`src/rtl/rm25_majority_decoder.sv`:
```
module rm25_majority_decoder #(
  parameter logic [59:0] SUBSPACE_BASIS = {5'd11, 5'd18, 5'd17, 5'd10, 5'd9, 5'd6,
                                           5'd5, 5'd16, 5'd8, 5'd4, 5'd2, 5'd1}
) (
  input  logic [31:0] rx_word,
  output logic [31:0] fixed_word,
  output logic [31:0] err_vec
);
  localparam int NPOS   = 32;
  localparam int NGRP   = 6;
  localparam int FLAG_T = 4;

  logic [NGRP*NPOS-1:0] coset_par;
  logic [NGRP*NPOS-1:0] odd_flag;
  logic [NGRP-1:0]      grp_major;

  for (genvar g = 0; g < NGRP; g++) begin : g_grp
    localparam int VA = int'(SUBSPACE_BASIS[g*10 +: 5]);
    localparam int VB = int'(SUBSPACE_BASIS[g*10+5 +: 5]);
    for (genvar p = 0; p < NPOS; p++) begin : g_pos
      localparam int P1 = p ^ VA;
      localparam int P2 = p ^ VB;
      localparam int P3 = p ^ VA ^ VB;
      assign coset_par[g*NPOS+p] = rx_word[p] ^ rx_word[P1] ^ rx_word[P2] ^ rx_word[P3];
      assign odd_flag[g*NPOS+p]  = coset_par[g*NPOS+p] ^ grp_major[g];
    end
    // each coset appears four times among 32 positions: >16 means five or more of eight
    assign grp_major[g] = $countones(coset_par[g*NPOS +: NPOS]) > 16;
  end

  for (genvar p = 0; p < NPOS; p++) begin : g_bit
    logic [NGRP-1:0] marks;
    for (genvar g = 0; g < NGRP; g++) begin : g_mark
      assign marks[g] = odd_flag[g*NPOS+p];
    end
    assign err_vec[p] = $countones(marks) >= FLAG_T;
  end

  assign fixed_word = rx_word ^ err_vec;
endmodule

```
`config.mk`:
```
export PLATFORM = sky130hd
export DESIGN_NAME = rm25_majority_decoder
export DESIGN_NICKNAME = d
export VERILOG_FILES = /design/src/rtl/rm25_majority_decoder.sv
export SDC_FILE = /design/constraint.sdc
export NUM_CORES = 1
export LEC_CHECK = 0
export BUFFER_PORTS_ARGS = -buffer_cell sky130_fd_sc_hd__buf_2
export CAP_MARGIN = 20
export CORE_ASPECT_RATIO = 1.1
export CORE_MARGIN = 2
export CORE_UTILIZATION = 55
export DETAILED_ROUTE_END_ITERATION = 12
export GPL_ROUTABILITY_DRIVEN = 0
export GPL_TIMING_DRIVEN = 1
export PLACE_DENSITY_LB_ADDON = 0.08
export SLEW_MARGIN = 5
export SYNTH_ARGS = -nofsm -noshare
export SYNTH_HDL_FRONTEND = slang
export SYNTH_SLANG_ARGS = --single-unit
```
`constraint.sdc`:
```
create_clock -name vclk -period 11.6
set_clock_uncertainty 0.15 [all_clocks]
set_input_delay 1.74 -clock vclk [all_inputs]
set_output_delay 1.74 -clock vclk [all_outputs]
set_load 0.01 [all_outputs]
```
==> qor.yml, run 1 <==
outcome: "finished with violations"
violations: "setup timing"
minimum_setup_slack_in_the_final_design_ns: -1.13
filler_cell_count: 1021
number_of_vias_per_cell_after_detailed_routing: 6.03
synth.yosys.seq_area_share_pct: 0
ioPinCount: 96
ys_types: 36
yosys_warns: 0
place_hpwl_mm: 31.6
place.detailed.instances: 1904
netlist_top_cells_area: "sky130_fd_sc_hd__fa_1 (33%), sky130_fd_sc_hd__xnor2_1 (22%), sky130_fd_sc_hd__inv_1 (7.8%)"
critical_path.n_buffers_inverters: 10
period_share_pct: 110
setup_viol_count_final: 64
synthDominantAreaCellType: "sky130_fd_sc_hd__fa_1"
rsz0062_at_grt: "true"
path_common_cell: "sky130_fd_sc_hd__fa_1"
drt_pass1_iterations: 6
yosys.cell_count.top_type: "sky130_fd_sc_hd__xnor2_1"
ctsHoldBuffers: 0
path_delay_family: "adder cells"
vias: 12100
yosysTopAreaCellShare_pct: 33.5
area_delta_synth_final_pct: 52.0
initial_core_util_pct: 56.1
core_area_mm2: 0.0222
crit_path_start_kind: "input pin"
buffers_added_on_ports: 96
grt_first_pass_wirelength_mm: 64.3
finalHoldViolCount: 0
route.antenna.remaining_nets: 0
detail_route.drc_violations: 0
worst_ep_arrival_time_ns: 10.84
post_synth_instance_area_mm2: 0.0124
grt_pass1_vias: 11600
final_period_minus_worst_setup_slack_ns: 12.73
floorplan.die.width_um: 147
number_of_antenna_violations_at_the_first_check_in_global_routing: 2
largest_stage_delay_on_the_critical_path_ns: 0.75
num_rows: 57
maxSlewViolCount: 0
nClkBuffers: 0
worstSetupEndpointType: "primary output"
finalInstanceArea_mm2: 0.0189
antennaDiodeCount: 0
pin_count_of_the_biggest_net_entering_global_routing: 65
sequential_cell_total: 0
crit_fanout: 8
multi_input_comb_area_mm2: 0.0137
final_non_filler_cells: 2001
gr-total-overflow: 0
netlist_instances: 1381
sequential_cell_area_um2: 0
netlist_top_cells_count: "sky130_fd_sc_hd__xnor2_1 (309), sky130_fd_sc_hd__inv_1 (257), sky130_fd_sc_hd__fa_1 (208)"
syn-mean-instance-area_um2: 9.00
floorplan.die_area_mm2: 0.0238
syn_nets: 1695
drv_cap: 0
wire_per_inst_um: 26.7
finalWirelength_mm: 53.5
drive_gt1_share_pct: 48.5
max_slew_margin_pct: 33.6
drt_first_iter_violations: 1005
slowest_stage: "sky130_fd_sc_hd__fa_1"
grt_use_total_pct: 35.5
placedInstanceArea_mm2: 0.0158
fmax_ghz: 0.0785
fin_nets: 2022
min-delay-path-class: "in2out"
dieHeight_um: 162
worstMarginPinSlew_ns: 0.990
setup.worst_path.class: "in2out"
worst_ep_required_time_ns: 9.71
==> stage by stage <==
stage                     hold slack (ns)  utilization [%]  worst slack (ns)  TNS [ns]
after floorplan                      3.53                -           -0.0608     -1.37
after global placement               3.83             71.1            -0.567    -27.61
after detailed placement             3.84             71.1            -0.621    -31.89
after CTS                            3.77             76.7            -0.520    -23.43
after global routing                 3.75             85.2             -1.26    -52.35
final                                3.74             85.2             -1.13    -40.20
==> per-layer routing <==
| metal | up-vias | GRT usage (%) | wire [µm] |
|---|---|---|---|
| li1 | 4831 | - | - |
| met1 | 5800 | 43.2 | 16800 |
| met4 | 4 | 19.4 | 5890 |
| met5 | - | 0 | 27 |
| met3 | 442 | 6.66 | 6940 |
| met2 | 984 | 59.9 | 23900 |
==> final timing paths <==
path   startpoint             end  slack (ns)  cells past startpoint
max   rx_word[25]  fixed_word[23]       -1.13                     33
min    rx_word[2]   fixed_word[2]        3.74                      4
==> placed cells by master (no fill, tap or decap), types with 14 or more instances in the layout <==
master                     instances
sky130_fd_sc_hd__buf_4           246
sky130_fd_sc_hd__xnor2_1         204
sky130_fd_sc_hd__inv_1           184
sky130_fd_sc_hd__fa_1            172
sky130_fd_sc_hd__inv_2            73
sky130_fd_sc_hd__buf_6            61
sky130_fd_sc_hd__xnor2_2          54
sky130_fd_sc_hd__ha_1             54
sky130_fd_sc_hd__xnor2_4          51
sky130_fd_sc_hd__buf_2            48
sky130_fd_sc_hd__xor2_2           47
sky130_fd_sc_hd__xor2_1           43
sky130_fd_sc_hd__mux2i_1          37
sky130_fd_sc_hd__nor3_1           36
sky130_fd_sc_hd__fa_2             36
sky130_fd_sc_hd__or4_4            35
sky130_fd_sc_hd__nand2_1          35
sky130_fd_sc_hd__buf_12           34
sky130_fd_sc_hd__nand3_1          33
sky130_fd_sc_hd__nor2b_4          31
sky130_fd_sc_hd__nand2_2          30
sky130_fd_sc_hd__a211oi_1         26
sky130_fd_sc_hd__xor2_4           18
sky130_fd_sc_hd__ha_4             16
sky130_fd_sc_hd__a21o_1           14
==> timing repair <==
action | 4_1_cts | 5_1_grt
buffers inserted | 23 | 69
pin swaps | 70 | 107
gates resized for setup | 176 | 258
cloned | 7 | 2
setup endpoints to repair | 64 | 64
==> area by class of cell <==
| type | instances | share of cell area, % |
|---|---|---|
| multi-input combinational | 1025 | 72.6 |
| inverter | 274 | 5.47 |
| tap | 295 | 1.95 |
| timing repair buffer | 407 | 20.0 |
==> cells by family after synthesis <==
logic type | Yosys count | synth area share [%]
XOR/XNOR | 417 | 29.4
buffers and inverters | 356 | 12.0
adder cells (fa/ha/maj) | 286 | 41.3
AND/OR/NAND/NOR | 219 | 10.5
AO/OA/AOI/OAI | 66 | 3.93
multiplexers | 37 | 2.98
Power of run 1 is not shown: default switching activity piles up to over one toggle a cycle in this logic, so the estimate is an artifact.
==> inputs of run 2 (changes only) <==
--- a/config.mk
+++ b/config.mk
@@ -9,10 +9,10 @@
 export CAP_MARGIN = 20
 export CORE_ASPECT_RATIO = 1.1
 export CORE_MARGIN = 2
-export CORE_UTILIZATION = 55
+export CORE_UTILIZATION = 45
 export DETAILED_ROUTE_END_ITERATION = 12
 export GPL_ROUTABILITY_DRIVEN = 0
-export GPL_TIMING_DRIVEN = 1
+export GPL_TIMING_DRIVEN = 0
 export PLACE_DENSITY_LB_ADDON = 0.08
 export SLEW_MARGIN = 5
 export SYNTH_ARGS = -nofsm -noshare
==> qor.yml, run 2 (synthesis gave the netlist of run 1 again) <==
gr-total-overflow: 0  # unchanged
filler_cell_count: 2184  # was 1,021
place_hpwl_mm: 32.6  # was 31.6 mm
final_non_filler_cells: 1925  # was 2,001
number_of_vias_per_cell_after_detailed_routing: 5.29  # was 6.03
period_share_pct: 104  # was 110%
vias: 10200  # was 12,100
grt_util_met3_pct: 2.19  # was 6.66%
rsz0062_at_grt: "true"  # unchanged
worst_ep_arrival_time_ns: 10.22  # was 10.84 ns
crit_fanout: 8  # unchanged
route.antenna.remaining_nets: 0  # unchanged
worst_ep_required_time_ns: 9.71  # about the same
setup_viol_count_final: 64  # unchanged
num_rows: 63  # was 57
drv_cap: 0  # unchanged
core_area_mm2: 0.0270  # was 0.0222 mm²
nClkBuffers: 0  # unchanged
floorplan.die_area_mm2: 0.0290  # was 0.0238 mm²
maxSlewViolCount: 0  # unchanged
ioPinCount: 96  # unchanged
finalHoldViolCount: 0  # unchanged
outcome: "finished with violations"  # unchanged
slowest_stage: "sky130_fd_sc_hd__or4_4"  # was sky130_fd_sc_hd__fa_1
fmax_ghz: 0.0826  # was 0.0785 GHz
violations: "setup timing"  # unchanged
dieHeight_um: 178  # was 162 µm
hold_depth: 3  # was 4
grt_use_total_pct: 29.5  # was 35.5%
min-delay-path-class: "in2out"  # unchanged
grt_pass1_vias: 10600  # was 11,600
finalWirelength_mm: 42.1  # was 53.5 mm
initial_core_util_pct: 46.0  # was 56.1%
wire_per_inst_um: 21.9  # was 26.7 µm
area_delta_synth_final_pct: 41.8  # was 52.0%
max_slew_margin_pct: 40.0  # was 33.6%
met1_usage_pct: 39.8  # was 43.2%
drt_pass1_iterations: 5  # was 6
final_period_minus_worst_setup_slack_ns: 12.11  # was 12.73 ns
worstMarginPinSlew_ns: 0.896  # was 0.990 ns
grt_first_pass_wirelength_mm: 63.1  # was 64.3 mm
sequential_cell_total: 0  # unchanged
floorplan.die.width_um: 163  # was 147 µm
number_of_antenna_violations_at_the_first_check_in_global_routing: 0  # was 2
path_common_cell: "sky130_fd_sc_hd__fa_1"  # unchanged
buffers_added_on_ports: 64  # was 96
minimum_setup_slack_in_the_final_design_ns: -0.513  # was -1.13 ns
gr-usage-met2_pct: 50.7  # was 59.9%
min_to: "fixed_word[12]"  # was fixed_word[2]
antennaDiodeCount: 0  # unchanged
worstSetupEndpointType: "primary output"  # unchanged
detail_route.drc_violations: 0  # unchanged
mostFrequentLayoutCell: "sky130_fd_sc_hd__xnor2_1"  # was sky130_fd_sc_hd__buf_4
sequential_cell_area_um2: 0  # unchanged
most-common-layout-cells: "sky130_fd_sc_hd__xnor2_1 (215), sky130_fd_sc_hd__inv_1 (203), sky130_fd_sc_hd__fa_1 (178)"  # was sky130_fd_sc_hd__buf_4 (246), sky130_fd_sc_hd__xnor2_1 (204), sky130_fd_sc_hd__inv_1 (184)
fin_nets: 1884  # was 2,022
crit_path_start_kind: "input pin"  # unchanged
place.detailed.instances: 1806  # was 1,904
grt.busiest_layer: "met2"  # unchanged
hold_start: "rx_word[12]"  # was rx_word[2]
drive_gt1_share_pct: 39.1  # was 48.5%
largest_stage_delay_on_the_critical_path_ns: 0.59  # was 0.75 ns
drt_first_iter_violations: 570  # was 1,005
pin_count_of_the_biggest_net_entering_global_routing: 11  # was 65
setup.worst_path.class: "in2out"  # unchanged
-- run 2: cell types whose count changed in the layout (fill, tap and decap cells not counted), sizes merged --
| cell | before | now |
|---|---|---|
| buf | 403 | 244 |
| clkbuf | 4 | 25 |
-- run 2: worst max-delay path by stage --
stage                start        endpoint  slack, ns  cells past startpoint
3_5_place_dp   rx_word[24]   fixed_word[3]      -1.43                     30
6_report       rx_word[23]   fixed_word[6]      -0.51                     33
2_1_floorplan  rx_word[27]  fixed_word[20]      -0.06                     32
3_3_place_gp   rx_word[13]   fixed_word[3]      -1.52                     31
4_1_cts        rx_word[19]  fixed_word[27]      -0.53                     33
5_1_grt        rx_word[24]   fixed_word[6]      -0.77                     32
-- run 2: through the flow --
stage	hold slack [ns]	setup WS, ns	cell area (µm²)	TNS (ns)	util (%)
after global placement	3.68	-1.52	14600	-83.79	53.8
after floorplan	3.53	-0.0608	13800	-1.37	-
after global routing	3.70	-0.768	17600	-40.84	65.2
after CTS	3.69	-0.531	16400	-24.01	60.5
final	3.69	-0.513	17600	-25.79	65.2
after detailed placement	3.68	-1.43	14600	-79.15	54.0
-- run 2: area by class of cell --
| cell class | count | area (µm²) | area share (%) |
|---|---|---|---|
| inverter | 274 | 1050 | 5.93 |
| multi-input combinational | 1025 | 13400 | 76.0 |
| tap | 357 | 447 | 2.53 |
| buffer | 82 | 1050 | 5.94 |
| timing repair buffer | 187 | 1700 | 9.62 |
-- run 2: worst max-delay path, delay by kind of cell --
| family | cells | cell delay, ns |
|---|---|---|
| adders and majority gates | 12 | 5.05 |
| and+or+nand+nor | 4 | 1.33 |
| buffers and inverters | 11 | 1.15 |
| xor gates and xnor gates | 4 | 0.67 |
| AOI/OAI and AO/OA | 2 | 0.28 |
-- run 2: layer usage --
layer  share of wire (%)  vias up
met3                 5.6       93
li1                    -     4548
met2                  48      375
met4                 4.9        0
met5                   0        -
met1                  42     5167
-- run 2: timing repair --
item	CTS	global route
hold buffers	0	0
endpoints found under the setup margin	64	64
gates cloned	2	4
resized for setup	230	150
pin swaps	63	47
buffers inserted	63	51
Power of run 2 is left out for the same reason.
==> inputs of run 3 (changes only) <==
--- a/config.mk
+++ b/config.mk
@@ -13,7 +13,7 @@
 export DETAILED_ROUTE_END_ITERATION = 12
 export GPL_ROUTABILITY_DRIVEN = 0
 export GPL_TIMING_DRIVEN = 0
-export PLACE_DENSITY_LB_ADDON = 0.08
+export PLACE_DENSITY_LB_ADDON = 0.05
 export SLEW_MARGIN = 5
 export SYNTH_ARGS = -nofsm -noshare
 export SYNTH_HDL_FRONTEND = slang
==> constraint.sdc (replaced) <==
create_clock -name vclk -period 12.5
set_clock_uncertainty 0.15 [all_clocks]
set_input_delay 1.875 -clock vclk [all_inputs]
set_output_delay 1.875 -clock vclk [all_outputs]
set_load 0.01 [all_outputs]
==> qor.yml, run 3 (synthesis gave the netlist of run 1 again) <==
outcome: "completed"  # was finished with violations
setup-tns-final_ns: 0  # was -25.79 ns
slowest_stage: "sky130_fd_sc_hd__xnor2_1"  # was sky130_fd_sc_hd__or4_4
floorplan.die_area_mm2: 0.0290  # unchanged
nClkBuffers: 0  # unchanged
route.antenna.remaining_nets: 0  # unchanged
worstSetupEndpointType: "primary output"  # unchanged
floorplan.die.width_um: 163  # unchanged
antennaDiodeCount: 0  # unchanged
vias: 9904  # was 10,200
buffers_added_on_ports: 64  # unchanged
num_rows: 63  # unchanged
number_of_antenna_violations_at_the_first_check_in_global_routing: 0  # unchanged
core_area_mm2: 0.0270  # unchanged
filler_cell_count: 2392  # was 2,184
period_share_pct: 99.3
maxSlewViolCount: 0  # unchanged
wire_per_inst_um: 22.1  # was 21.9 µm
grt_pass1_vias: 10200  # was 10,600
crit_path_start_kind: "input pin"  # unchanged
most-common-layout-cells: "sky130_fd_sc_hd__xnor2_1 (242), sky130_fd_sc_hd__inv_1 (236), sky130_fd_sc_hd__fa_1 (193)"  # was sky130_fd_sc_hd__xnor2_1 (215), sky130_fd_sc_hd__inv_1 (203), sky130_fd_sc_hd__fa_1 (178)
initial_core_util_pct: 46.0  # unchanged
rsz0062_at_grt: "true"  # unchanged
mostFrequentLayoutCell: "sky130_fd_sc_hd__xnor2_1"  # unchanged
grt_use_total_pct: 28.9  # was 29.5%
max_slew_margin_pct: 44.2  # was 40.0%
worst_ep_required_time_ns: 10.47  # was 9.71 ns
gr-total-overflow: 0  # unchanged
drive_gt1_share_pct: 25.7  # was 39.1%
grt.busiest_layer: "met2"  # unchanged
pin_count_of_the_biggest_net_entering_global_routing: 11  # unchanged
detail_route.drc_violations: 0  # unchanged
finalWirelength_mm: 41.4  # was 42.1 mm
postLayoutCoreUtil_pct: 58.6  # was 65.2%
fmax_ghz: 0.0805
worst_ep_arrival_time_ns: 10.39  # was 10.22 ns
grt_first_pass_wirelength_mm: 62.1  # was 63.1 mm
drv_cap: 0  # unchanged
sequential_cell_total: 0  # unchanged
min-delay-path-class: "in2out"  # unchanged
fin_hold_ws_ns: 3.95  # was 3.69 ns
area_delta_synth_final_pct: 27.3  # was 41.8%
grt_util_met3_pct: 2.35  # was 2.19%
finalHoldViolCount: 0  # unchanged
worstMarginPinSlew_ns: 0.831  # was 0.896 ns
dieHeight_um: 178  # unchanged
final_period_minus_worst_setup_slack_ns: 12.42
crit_fanout: 8  # unchanged
largest_stage_delay_on_the_critical_path_ns: 0.66  # was 0.59 ns
sequential_cell_area_um2: 0  # unchanged
fin_nets: 1827  # was 1,884
drt_pass1_iterations: 5  # unchanged
met1_usage_pct: 39.6  # was 39.8%
setup_viol_count_final: 0  # was 64
number_of_vias_per_cell_after_detailed_routing: 5.30  # was 5.29
setup.worst_path.class: "in2out"  # unchanged
drt_first_iter_violations: 707  # was 570
worstSetupEndpoint: "fixed_word[5]"  # was fixed_word[6]
ctsHoldBuffers: 0  # unchanged
crit_path_start: "rx_word[28]"  # was rx_word[23]
path_common_cell: "sky130_fd_sc_hd__fa_1"  # unchanged
gr-usage-met2_pct: 50.5  # was 50.7%
place_hpwl_mm: 32.4  # was 32.6 mm
ioPinCount: 96  # unchanged
-- run 3: changes by cell type in the layout (fill, tap and decap cells not counted), moves of 28 or more --
cell	delta
sky130_fd_sc_hd__buf_2	+28
sky130_fd_sc_hd__buf_6	-47
sky130_fd_sc_hd__inv_1	+33
sky130_fd_sc_hd__inv_2	-31
sky130_fd_sc_hd__xor2_1	+37
sky130_fd_sc_hd__xor2_2	-37
-- run 3: how the worst min path moves through the flow --
stage	startpoint	endpoint	slack (ns)	cells past startpoint
after global routing	rx_word[11]	fixed_word[11]	3.97	3
final	rx_word[11]	fixed_word[11]	3.95	3
after CTS	rx_word[8]	fixed_word[8]	3.97	3
after detailed placement	rx_word[18]	fixed_word[18]	4.09	3
after floorplan	rx_word[22]	fixed_word[22]	3.90	2
after global placement	rx_word[18]	fixed_word[18]	4.07	3
-- run 3: area by class of cell --
type	instances	area [µm²]	share of cell area (%)
tap	357	447	2.82
timing repair buffer	132	928	5.86
buffer	80	928	5.86
multi-input combinational	1025	12500	78.8
inverter	274	1060	6.67
-- run 3: critical path, delay by kind of cell --
family                   cells  cell delay [ns]
AO/OA/AOI/OAI                2             0.33
XOR/XNOR                     4             1.30
adder cells (fa/ha/maj)     11             4.70
buffers and inverters        8             0.82
AND/OR/NAND/NOR              4             1.35
-- run 3: repair_timing --
item | 4_1_cts | 5_1_grt
pin swaps | 37 | 75
cloned | 0 | 3
setup endpoints to repair | 64 | 64
setup buffers | 31 | 27
gates resized for setup | 192 | 161
-- run 3: metal layers --
layer	part of all wire, %	routed length (µm)	vias to the layer above
met2	49	20500	339
met5	0	0	-
met4	2.7	1130	0
li1	-	-	4475
met1	42	17200	5034
met3	6.1	2540	56
-- run 3: per-stage QoR --
step	setup slack [ns]	cells	cell area (µm²)
after detailed placement	-1.06	1809	13300
after global routing	-0.181	1868	15800
after CTS	-0.00265	1838	14800
final	0.0849	1868	15800
after global placement	-1.02	1802	13300
after floorplan	0.000306	1381	12500
Power of run 3 is left out for the same reason.
